===== config.mk =====
export PLATFORM = sky130hd
export DESIGN_NAME = plat_id_regs
export DESIGN_NICKNAME = d
export VERILOG_FILES = /design/src/rtl/plat_pkg.sv /design/src/rtl/plat_decode.sv /design/src/rtl/plat_attr_ctl.sv /design/src/rtl/plat_id_regs.sv
export SDC_FILE = /design/constraint.sdc
export NUM_CORES = 1
export LEC_CHECK = 0
export BUFFER_PORTS_ARGS = -buffer_cell sky130_fd_sc_hd__buf_2
export CAP_MARGIN = 20
export CORE_ASPECT_RATIO = 1.75
export CORE_MARGIN = 4
export CORE_UTILIZATION = 40
export DETAILED_ROUTE_END_ITERATION = 6
export GPL_TIMING_DRIVEN = 0
export PLACE_DENSITY = 0.79
export SYNTH_ARGS = -nofsm -noshare
export SYNTH_HDL_FRONTEND = slang
export SYNTH_SLANG_ARGS = --single-unit

===== constraint.sdc =====
create_clock -name clk -period 2.3 [get_ports clk]
set_input_delay 0 -clock clk [delete_from_list [all_inputs] [get_ports clk]]
set_output_delay 0 -clock clk [all_outputs]
set_load 0.02 [all_outputs]

===== src/rtl/plat_pkg.sv =====
package plat_pkg;
  localparam int DATA_W = 32;

  typedef enum logic [1:0] {
    SZ_BYTE  = 2'd0,
    SZ_WORD  = 2'd1,
    SZ_DWORD = 2'd2
  } acc_size_e;

  localparam logic [15:0] ID_MAGIC   = 16'h49D2;
  localparam logic [7:0]  ID_VERSION = 8'h01;
  localparam logic [7:0]  ROM_PAGE   = 8'hC0;
  localparam logic [7:0]  ROM_PAGES  = 8'h40;

  typedef struct packed {
    logic              flag_wr;
    logic              ver_wr;
    logic              log_wr;
    logic [DATA_W-1:0] rdata;
  } dec_t;
endpackage


===== src/rtl/plat_decode.sv =====
module plat_decode
  import plat_pkg::*;
#(
  parameter int ADDR_W   = 8,
  parameter int FIX_SPAN = 16,
  parameter int ALT_OFF  = 2,
  parameter int LOG_OFF  = 8
) (
  input  logic              win,
  input  logic              wr,
  input  logic [1:0]        size,
  input  logic [ADDR_W-1:0] addr,
  input  logic              blacklist,
  input  logic              flag,
  output dec_t              dec
);
  localparam int FIX_AW = $clog2(FIX_SPAN);

  logic [FIX_AW-1:0] foff;
  logic              fix0, fix_alt, rel0, rel_log;
  logic [DATA_W-1:0] all_ones;

  assign foff    = addr[FIX_AW-1:0];
  assign fix0    = !win && (foff == '0);
  assign fix_alt = !win && (foff == FIX_AW'(ALT_OFF));
  assign rel0    = win && (addr == '0);
  assign rel_log = win && (addr == ADDR_W'(LOG_OFF));

  always_comb begin
    case (size)
      SZ_BYTE: all_ones = DATA_W'(8'hFF);
      SZ_WORD: all_ones = DATA_W'(16'hFFFF);
      default: all_ones = '1;
    endcase
  end

  always_comb begin
    dec         = '0;
    dec.flag_wr = wr && (size == SZ_BYTE) && (fix0 || rel0);
    dec.ver_wr  = wr && (size == SZ_WORD) && fix_alt;
    dec.log_wr  = wr && (size == SZ_BYTE) && (fix_alt || rel_log);
    if (!wr) begin
      dec.rdata = all_ones;
      if (size == SZ_WORD && fix0)
        dec.rdata = blacklist ? DATA_W'({ID_MAGIC[7:0], ID_MAGIC[15:8]})
                              : DATA_W'(ID_MAGIC);
      else if (size == SZ_BYTE && (fix0 || rel0))
        dec.rdata = DATA_W'(flag);
      else if (size == SZ_BYTE && fix_alt)
        dec.rdata = DATA_W'(ID_VERSION);
    end
  end
endmodule


===== src/rtl/plat_attr_ctl.sv =====
module plat_attr_ctl (
  input  logic clk,
  input  logic rst_n,
  input  logic start,
  input  logic start_val,
  input  logic attr_ack,
  input  logic attr_err,
  output logic busy,
  output logic done,
  output logic req_ro,
  output logic flag
);
  logic pend;

  always_ff @(posedge clk) begin
    if (!rst_n) begin
      busy <= 1'b1;
      pend <= 1'b0;
      flag <= 1'b0;
    end else if (busy && attr_ack) begin
      busy <= 1'b0;
      if (!attr_err) flag <= pend;
    end else if (!busy && start) begin
      busy <= 1'b1;
      pend <= start_val;
    end
  end

  assign done   = busy && attr_ack;
  assign req_ro = pend;

  a_r3_req_hold: assert property (@(posedge clk) disable iff (!rst_n)
    busy && !attr_ack |=> busy && $stable(req_ro));
  a_r4_keep_on_err: assert property (@(posedge clk) disable iff (!rst_n)
    busy && attr_ack && attr_err |=> $stable(flag));
  a_r4_commit: assert property (@(posedge clk) disable iff (!rst_n)
    busy && attr_ack && !attr_err |=> flag == $past(req_ro));
endmodule


===== src/rtl/plat_id_regs.sv =====
module plat_id_regs
  import plat_pkg::*;
#(
  parameter int ADDR_W = 8,
  parameter int VER_W  = 16
) (
  input  logic              clk,
  input  logic              rst_n,
  input  logic              req_valid,
  output logic              req_ready,
  input  logic              req_win,
  input  logic              req_write,
  input  logic [1:0]        req_size,
  input  logic [ADDR_W-1:0] req_addr,
  input  logic [31:0]       req_wdata,
  output logic              rsp_valid,
  output logic [31:0]       rsp_rdata,
  input  logic              blacklist_i,
  input  logic              restore_valid,
  input  logic              restore_flag,
  output logic              attr_req_valid,
  output logic              attr_req_ro,
  output logic [7:0]        attr_req_page,
  output logic [7:0]        attr_req_len,
  input  logic              attr_ack,
  input  logic              attr_err,
  output logic              log_valid,
  output logic [7:0]        log_data,
  output logic              rom_lock,
  output logic [VER_W-1:0]  drv_version
);
  dec_t dec;
  logic busy, done, accept, take_rst, start, start_val, rsp_owed;

  plat_decode #(.ADDR_W(ADDR_W)) u_dec (
    .win(req_win), .wr(req_write), .size(req_size), .addr(req_addr),
    .blacklist(blacklist_i), .flag(rom_lock), .dec(dec)
  );

  assign req_ready = !busy && !restore_valid;
  assign accept    = req_valid && req_ready;
  assign take_rst  = restore_valid && !busy;
  assign start     = take_rst || (accept && dec.flag_wr);
  assign start_val = take_rst ? restore_flag : req_wdata[0];

  plat_attr_ctl u_attr (
    .clk(clk), .rst_n(rst_n), .start(start), .start_val(start_val),
    .attr_ack(attr_ack), .attr_err(attr_err), .busy(busy), .done(done),
    .req_ro(attr_req_ro), .flag(rom_lock)
  );

  assign attr_req_valid = busy;
  assign attr_req_page  = ROM_PAGE;
  assign attr_req_len   = ROM_PAGES;

  always_ff @(posedge clk) begin
    if (!rst_n) begin
      rsp_valid   <= 1'b0;
      rsp_rdata   <= '0;
      rsp_owed    <= 1'b0;
      log_valid   <= 1'b0;
      log_data    <= '0;
      drv_version <= '0;
    end else begin
      rsp_valid <= (accept && !dec.flag_wr) || (done && rsp_owed);
      rsp_rdata <= accept ? dec.rdata : '0;
      if (accept && dec.flag_wr) rsp_owed <= 1'b1;
      else if (done)             rsp_owed <= 1'b0;
      log_valid <= accept && dec.log_wr;
      if (accept && dec.log_wr) log_data <= req_wdata[7:0];
      if (accept && dec.ver_wr) drv_version <= req_wdata[VER_W-1:0];
    end
  end

  a_r5_no_accept_busy: assert property (@(posedge clk) disable iff (!rst_n)
    attr_req_valid |-> !req_ready);
  a_r11_rsp_next: assert property (@(posedge clk) disable iff (!rst_n)
    req_valid && req_ready && !(req_write && req_size == SZ_BYTE && req_addr == '0)
    |=> rsp_valid);
  a_r11_write_zero: assert property (@(posedge clk) disable iff (!rst_n)
    req_valid && req_ready && req_write |=> rsp_rdata == '0);
  a_r8_log_once: assert property (@(posedge clk) disable iff (!rst_n)
    log_valid |-> $past(req_valid && req_ready && req_write));
endmodule


## Word-level counts from Yosys, hierarchy flattened

Index checks and enable logic that the tools add are counted.

| storage, ports and cells | value |
|---|---|
| flip-flop bits (word level) | 62 |
| input bits | 52 |
| output and inout port bits | 78 |
| logic and storage cells | 64 |

| operators by class | value |
|---|---|
| equality and inequality tests | 3 |
| muxes and demuxes | 10 |
| bitwise logic cells | 4 |
| reduce and logical (&&, ||, !) cells | 38 |

Operators with widths:

| cell | count |
|---|---|
| 32-bit 2-to-1 mux | 3 |
| 32-bit case mux with 2 select lines | 1 |
| 1-bit logical AND | 22 |
| 16-bit 2-to-1 mux | 1 |
| 8-bit by 4-bit == test with 1-bit output, second input constant | 1 |
| 8-bit zero test | 1 |
| 1-bit 2-to-1 mux | 5 |
| 4-bit by 2-bit == test with 1-bit output, second input constant | 1 |
| 1-bit zero test | 4 |
| 4-bit zero test | 1 |
| 1-bit logical OR | 4 |
| 1-bit NOT | 4 |
| 2-bit AND reduction | 2 |
| 2-bit nonzero test | 2 |
| 3-bit OR reduction | 1 |
| 2-bit by 1-bit == test with 1-bit output, second input constant | 1 |
| 2-bit zero test | 1 |

## Depth between registers and ports, before layout

Gate-level depths: netlist of the first run.

| depth | value |
|---|---|
| depth in word-level cells | 9 |
| mapped depth | 5 |
| depth with buffers taken out | 4 |

## By module

Synthesis of the first run repeated with hierarchy kept, for this count alone.

| unflattened totals | value |
|---|---|
| cell total of the unflattened synthesis | 266 |
| area total of the unflattened synthesis | 2542.4 µm² |

Modules (own cells, without submodules):

| module | instances | cells each | area each (µm²) | sequential area each (µm²) |
|---|---|---|---|---|
| plat_id_regs | 1 | 197 | 2059.5 | 1181.1 |
| plat_decode | 1 | 55 | 359.1 | 0.0 |
| plat_attr_ctl | 1 | 14 | 123.9 | 60.1 |

## Worst setup path before layout of the first run

OpenSTA, ideal clock, no wires.

| path | value |
|---|---|
| kind | register to register |
| start | register u_attr.busy |
| end | register log_data[0] |
| setup time | 0.072 ns |
| data arrival time | 1.692 ns |
| required time | 2.228 ns |
| path slack | 0.536 ns |
| cell stages (with the launch flop) | 5 |
| path buffers | 0 |
| clock period less this slack | 1.764 ns |
| cells stage by stage | dfxtp_1 -> and4bb_4 -> nand2_2 -> a2111oi_4 -> mux2i_1 |

| between the ends | value |
|---|---|
| longest elaborated chain between the ends | 4 |

Ends and longest elaborated chain:

| what | RTL line | RTL |
|---|---|---|
| start: declaration | plat_attr_ctl.sv:8 | `output logic busy,` |
| start signal: assignment | plat_attr_ctl.sv:17 | `busy <= 1'b1;` |
| start signal: assignment | plat_attr_ctl.sv:21 | `busy <= 1'b0;` |
| start signal: assignment | plat_attr_ctl.sv:24 | `busy <= 1'b1;` |
| 1-bit zero test | plat_id_regs.sv:40 | `assign req_ready = !busy && !restore_valid;` |
| 1-bit logical AND | plat_id_regs.sv:40 |  |
| 1-bit logical AND | plat_id_regs.sv:41 | `assign accept = req_valid && req_ready;` |
| 1-bit logical AND | plat_id_regs.sv:70 | `if (accept && dec.log_wr) log_data <= req_wdata[7:0];` |
| end signal: assignment | plat_id_regs.sv:70 |  |
| end: declaration | plat_id_regs.sv:28 | `output logic [7:0] log_data,` |

No other way between the ends.
A chain may end at the register's enable or synchronous reset.

## Worst setup path in the final report of the first run

| path | value |
|---|---|
| start | register u_attr.busy |
| end | register log_data[4] |

The elaborated chain is that of the path after synthesis.

==> flow_metrics.env, run 1 <==
export IMPL_tns_ns=0
export IMPL_mostFrequentLayoutCells="buf_2 (97), dfxtp_1 (40), buf_4 (38)"
export IMPL_crit_chain="and4bb_4 > nand2_2 > a2111oi_4 > mux2i_1"
export IMPL_route_detailed_drc=0
export IMPL_grt_pass1_vias=1703
export IMPL_postSynthRegisterBits=40
export IMPL_htree_levels=2
export IMPL_post_synth_cell_area_avg_um2=8.84
export IMPL_pin_count=130
export IMPL_overflow=0
export IMPL_rr_worst_depth=4
export IMPL_ys_seq_area_share_pct=44.2
export IMPL_rsz0062_at_grt="false"
export IMPL_start_util_pct=41.2
export IMPL_cts_made_buffers=5
export IMPL_grt_start_max_net_pins=17
export IMPL_netlist_instances=205
export IMPL_cp_end_kind="flop"
export IMPL_viasPerCell=4.63
export IMPL_fin_crit_ns=1.94
export IMPL_dp_cells=367
export IMPL_ant_nets=0
export IMPL_setup_viol=0
export IMPL_port_buffer_count=97
export IMPL_slew_violations=0
export IMPL_clk_pin_slew_ns=0.07
export IMPL_max_cap_violations=0
export IMPL_die_h_um=97.1
export IMPL_worst_setup_path_start_kind="flop"
export IMPL_ys_warn_count=0
export IMPL_min_delay_start="req_size[1]"
export IMPL_slew_headroom_pct=43.5
export IMPL_antenna_cells=0
export IMPL_drive_above_1_share_pct=43.4
export IMPL_gp_congestion=0.800
export IMPL_hpwl_mm=3.91
export IMPL_synth_area_leaders="dfxtp_1 (44%), buf_4 (16%), nand2_1 (5.8%)"
export IMPL_hold_path_endpoint="rsp_rdata[30]"
export IMPL_yosysTopAreaCellShare_pct=44.2
export IMPL_hold_path_class="in2reg"
export IMPL_ys_types=35
export IMPL_reg2reg_to="log_data[4]"
export IMPL_r2r_start="u_attr.busy"
export IMPL_fmax_mhz=515
export IMPL_antenna_found_initial=0
export IMPL_hold_depth=2
export IMPL_rows=32
export IMPL_cts_max_path_buffers=2
export IMPL_slowest_delay_ns=0.79
export IMPL_drtPass1Iterations=4
export IMPL_drt_wl_total_mm=5.06
export IMPL_post_cts_buffers=0
export IMPL_nets=390
export IMPL_timing_final_crit_share_pct=84.4
export IMPL_r2r_slack_ns=0.36
export IMPL_groute_usage_overall_pct=17.5
export IMPL_cp_required_ns=2.51
export IMPL_clkSinkCount=40
export IMPL_netlist_area_um2=1810
export IMPL_vias=1806
export IMPL_avgRoutedWirePerCell_um=13.0
export IMPL_grt_pass1_wl_mm=7.82
export IMPL_coreArea_um2=4400
export IMPL_p_per_area_nw_per_um2=510
export IMPL_p_leak_uw=0.00141
export IMPL_finClkSkew_ns=0.00328
export IMPL_vdd_drop_max_mv=0.608
export IMPL_crit_path_top_delay_cell="a2111oi_4"
export IMPL_fp_dieArea_um2=5720
export IMPL_arrival_ns=2.15
export IMPL_synth_largest_area_cell="dfxtp_1"
export IMPL_critical_path_class="reg2reg"
export IMPL_hold_violations=0
export IMPL_worstSkewPairLatency_ns=0.28
export IMPL_area_growth_synth_to_final_pct=46.7
export IMPL_worstMarginPinSlew_ns=0.848
export IMPL_cp_max_fo=9
export IMPL_outcome="complete, no violations"
export IMPL_die_w_um=58.9
export IMPL_final_common_cell="buf_2"
export IMPL_cts_root_buf="clkbuf_8"
export IMPL_finalNonFillerCells=390
export IMPL_drt_iter0_markers=34
export IMPL_cts_tree="built"
-- cell type report --
cell class,instances,area (um2)
Clock buffer,7,86.3
Tap cell,51,63.8
Buffer,46,315
Multi-Input combinational cell,129,734
Inverter,4,15.0
Fill cell,425,1750
Clock inverter,1,7.51
Timing Repair Buffer,112,636
Sequential cell,40,801
-- flip-flops by register name, summed over array words and instances (netlist names) --
signal / flops
drv_version: 16
log_data: 8
log_valid: 1
rsp_owed: 1
rsp_rdata: 10
rsp_valid: 1
u_attr.busy: 1
u_attr.flag: 1
u_attr.req_ro: 1
-- what timing repair did --
item / CTS / global route
hold buffers: 15 / 0
resized for setup: 0 / 0
hold endpoints to repair: 22 / 0
-- where the power goes --
part,leakage (uW),internal (uW),switching [uW],total [uW]
logic,0.00104,83.0,94.9,178
clock network,0.0000445,244,231,475
registers,0.000323,697,5.51,703
total,0.00141,1020,332,1360
-- logic make-up (layout without fill, tap and decap cells) --
family	count (synthesis)	after routing	synth area share [%]
AND/OR/NAND/NOR	76	76	21.9
other	2	16	0.414
multiplexers	10	10	5.52
AO/OA/AOI/OAI	27	27	9.80
flip-flops	40	40	44.2
buffers and inverters	50	170	18.2
-- how the worst max path moves through the flow --
stage,start,endpoint,slack (ns),cells after the start
floorplan,u_attr.busy,log_data[0],0.54,4
global placement,u_attr.busy,log_data[5],0.40,4
detailed placement,u_attr.busy,log_data[1],0.33,4
CTS,u_attr.busy,log_data[4],0.32,4
global route,u_attr.busy,log_data[0],0.25,4
finish,u_attr.busy,log_data[4],0.36,4
-- synth_stat cells --
| master | number |
|---|---|
| or3_1 | 1 |
| dfxtp_1 | 40 |
| nor4bb_1 | 1 |
| and3b_1 | 2 |
| inv_1 | 4 |
| o41a_1 | 1 |
| nor2b_1 | 3 |
| a2111oi_4 | 1 |
| and4bb_4 | 1 |
| nor2_1 | 7 |
| nor4_2 | 1 |
| mux2i_1 | 10 |
| clkbuf_1 | 6 |
| nand4b_1 | 1 |
| and2b_1 | 1 |
| nand2b_1 | 1 |
| nand4_1 | 1 |
| a311o_1 | 1 |
| nand2_1 | 28 |
| a21oi_1 | 2 |
| nand3_1 | 19 |
| and2_1 | 2 |
| nand2_2 | 1 |
| o21ai_0 | 19 |
| conb_1 | 2 |
| or4_1 | 1 |
| nor3b_1 | 1 |
| nor2_2 | 1 |
| nor4_1 | 2 |
| a211oi_1 | 1 |
| buf_4 | 38 |
| buf_1 | 2 |
| a31oi_1 | 1 |
| nand3b_1 | 1 |
| o311a_1 | 1 |
-- critical path: cells and delay by family, from the launching register on --
| kind | cells | cell delay (ns) |
|---|---|---|
| AND/OR/NAND/NOR | 2 | 0.43 |
| multiplexers | 1 | 0.26 |
| flip-flops | 1 | 0.39 |
| AO/OA/AOI/OAI | 1 | 0.79 |
-- metrics by stage --
step / instance area, um2 / hold WS (ns) / worst slack (ns) / util (%) / power (uW)
after floorplan: 1870 / 0.0749 / 0.536 / - / 815
after global placement: 2410 / 0.208 / 0.399 / 54.8 / 873
after detailed placement: 2410 / 0.220 / 0.328 / 54.8 / 876
after CTS: 2660 / 0.000626 / 0.322 / 60.4 / 1370
after global routing: 2660 / 0.0149 / 0.249 / 60.4 / 1420
final: 2660 / 0.00880 / 0.359 / 60.4 / 1360
-- per-layer routing --
layer  vias up  GRT usage (%)  share of wire, %
li1        905              -                 -
met1       798           16.1                32
met2        91           33.4                55
met3        12           4.12               9.9
met4         0           8.73               3.0
met5         -              0                 0
Power figures use the tool's default switching activity.
==> inputs of run 2 (changes only) <==
- clock period: 2.3 -> 1.9 ns (I/O delays scaled with it)
==> run 2 against run 1 <==
Compared with the run above: die area is the same; sequential share of layout area shrank 0.23 points; register-to-register slack lost 0.12 ns; fmax grew 17%; final cell count grew 0.26%; worst setup slack lost 0.12 ns; core utilization grew 0.45 points; flip-flop and latch count is the same; first-iteration DRC count grew 15%; total power grew 21%; count of clock-buffer cells in the layout is the same; worst hold slack gained 0.0039 ns; highest routed layer unchanged.
==> flow_metrics.env, run 2 (same netlist as run 1, synthesis figures left out) <==
export IMPL_timing_final_crit_share_pct=87.4
export IMPL_slew_violations=0
export IMPL_largest_reg_flops=16
export IMPL_clkSinkCount=40
export IMPL_cts_resized_gates=0
export IMPL_crit_chain="and4bb_4 > nand4_1 > clkbuf_1 > nand3_1 > o21ai_0"
export IMPL_hold_depth=2
export IMPL_cts_root_buf="clkbuf_8"
export IMPL_rsz0062_at_grt="false"
export IMPL_area_growth_synth_to_final_pct=47.8
export IMPL_finClkSkew_ns=0.00369
export IMPL_cp_required_ns=2.05
export IMPL_max_cap_violations=0
export IMPL_slowest_delay_ns=0.39
export IMPL_die_w_um=58.9
export IMPL_hold_path_class="in2reg"
export IMPL_viasPerCell=4.65
export IMPL_arrival_ns=1.81
export IMPL_p_per_area_nw_per_um2=614
export IMPL_overflow=0
export IMPL_htree_levels=2
export IMPL_port_buffer_count=97
export IMPL_hpwl_mm=3.91
export IMPL_die_h_um=97.1
export IMPL_drt_iter0_markers=39
export IMPL_fin_crit_ns=1.66
export IMPL_regArea_um2=801
export IMPL_drt_wl_total_mm=5.08
export IMPL_pin_count=130
export IMPL_cts_tree="built"
export IMPL_critical_path_class="reg2reg"
export IMPL_coreArea_um2=4400
export IMPL_setup_viol=0
export IMPL_pre_cts_slack_ns=-0.0720
export IMPL_drive_above_1_share_pct=43.5
export IMPL_route_detailed_drc=0
export IMPL_worstSkewPairLatency_ns=0.28
export IMPL_rows=32
export IMPL_fp_dieArea_um2=5720
export IMPL_worst_setup_path_start_kind="flop"
export IMPL_antenna_found_initial=0
export IMPL_fmax_mhz=602
export IMPL_outcome="complete, no violations"
export IMPL_gp_congestion=0.800
export IMPL_grt_pass1_wl_mm=7.82
export IMPL_cts_made_buffers=5
export IMPL_cp_max_fo=10
export IMPL_top_register="drv_version"
export IMPL_vdd_drop_max_mv=0.741
export IMPL_p_leak_uw=0.00142
export IMPL_mostFrequentLayoutCells="buf_2 (97), dfxtp_1 (40), buf_4 (38)"
export IMPL_cp_end_kind="flop"
export IMPL_rr_worst_depth=5
export IMPL_setup_slack_ns=0.240
export IMPL_final_common_cell="buf_2"
export IMPL_grt_start_max_net_pins=17
export IMPL_start_util_pct=41.2
export IMPL_vias=1818
export IMPL_cts_max_path_buffers=2
export IMPL_ant_nets=0
export IMPL_clk_pin_slew_ns=0.07
export IMPL_antenna_cells=0
export IMPL_hold_violations=0
export IMPL_drtPass1Iterations=4
export IMPL_multi_input_area_um2=734
export IMPL_crit_path_top_delay_cell="dfxtp_1"
export IMPL_reg_top3="drv_version (16), rsp_rdata (10), log_data (8)"
export IMPL_fillCellCount=420
export IMPL_avgRoutedWirePerCell_um=13.0
export IMPL_groute_usage_overall_pct=17.5
export IMPL_holdWs_ns=0.0127
export IMPL_nets=391
export IMPL_grt_pass1_vias=1703
## run 2: worst paths after layout
path	slack [ns]	to	from
max	0.24	drv_version[15]	u_attr.busy
min	0.01	rsp_rdata[30]	req_size[1]
max reg2reg	0.24	drv_version[15]	u_attr.busy
min reg2reg	0.46	log_data[2]	log_data[2]
## run 2: worst max-delay path, delay by kind of cell, from the launching register on
kind,cells,cell delay (ns)
DFF,1,0.39
and+or+nand+nor,3,0.74
buffers and inverters,1,0.31
AOI/OAI and AO/OA,1,0.09
## run 2: through the flow
stage / area [um2] / utilization [%] / total power [uW] / setup TNS (ns) / std cells
after floorplan: 1870 / - / 987 / 0 / 219
after global placement: 2410 / 54.8 / 1060 / -0.00221 / 367
after detailed placement: 2410 / 54.8 / 1060 / -0.497 / 367
after CTS: 2660 / 60.4 / 1660 / 0 / 390
after global routing: 2680 / 60.8 / 1720 / 0 / 391
final: 2680 / 60.8 / 1640 / 0 / 391
## run 2: timing repair
| item | in CTS | in global routing |
|---|---|---|
| setup endpoints to repair | 9 | 5 |
| setup buffers | 0 | 1 |
| hold buffers | 15 | 0 |
| hold endpoints to repair | 22 | 0 |
| pin swaps | 1 | 1 |
## run 2: report_power, final
part | internal, uW | switching, uW | leakage (uW)
clock | 295 | 282 | 0.0000445
combinational | 101 | 115 | 0.00105
sequential | 844 | 6.63 | 0.000323
total | 1240 | 404 | 0.00142
## run 2: layer usage
metal  vias up  global-route usage (%)  share of wire, %
met3        12                    4.12                10
met2        94                    33.4                55
met4         0                    8.73               3.0
li1        906                       -                 -
met5         -                       0                 0
met1       806                    16.1                32
## run 2: final cells by class
class	count	area share, %
Multi-Input combinational cell	129	27.4
Clock buffer	7	3.22
Buffer	46	11.8
Clock inverter	1	0.280
Tap cell	51	2.38
Timing Repair Buffer	113	24.5
Sequential cell	40	29.9
Inverter	4	0.560
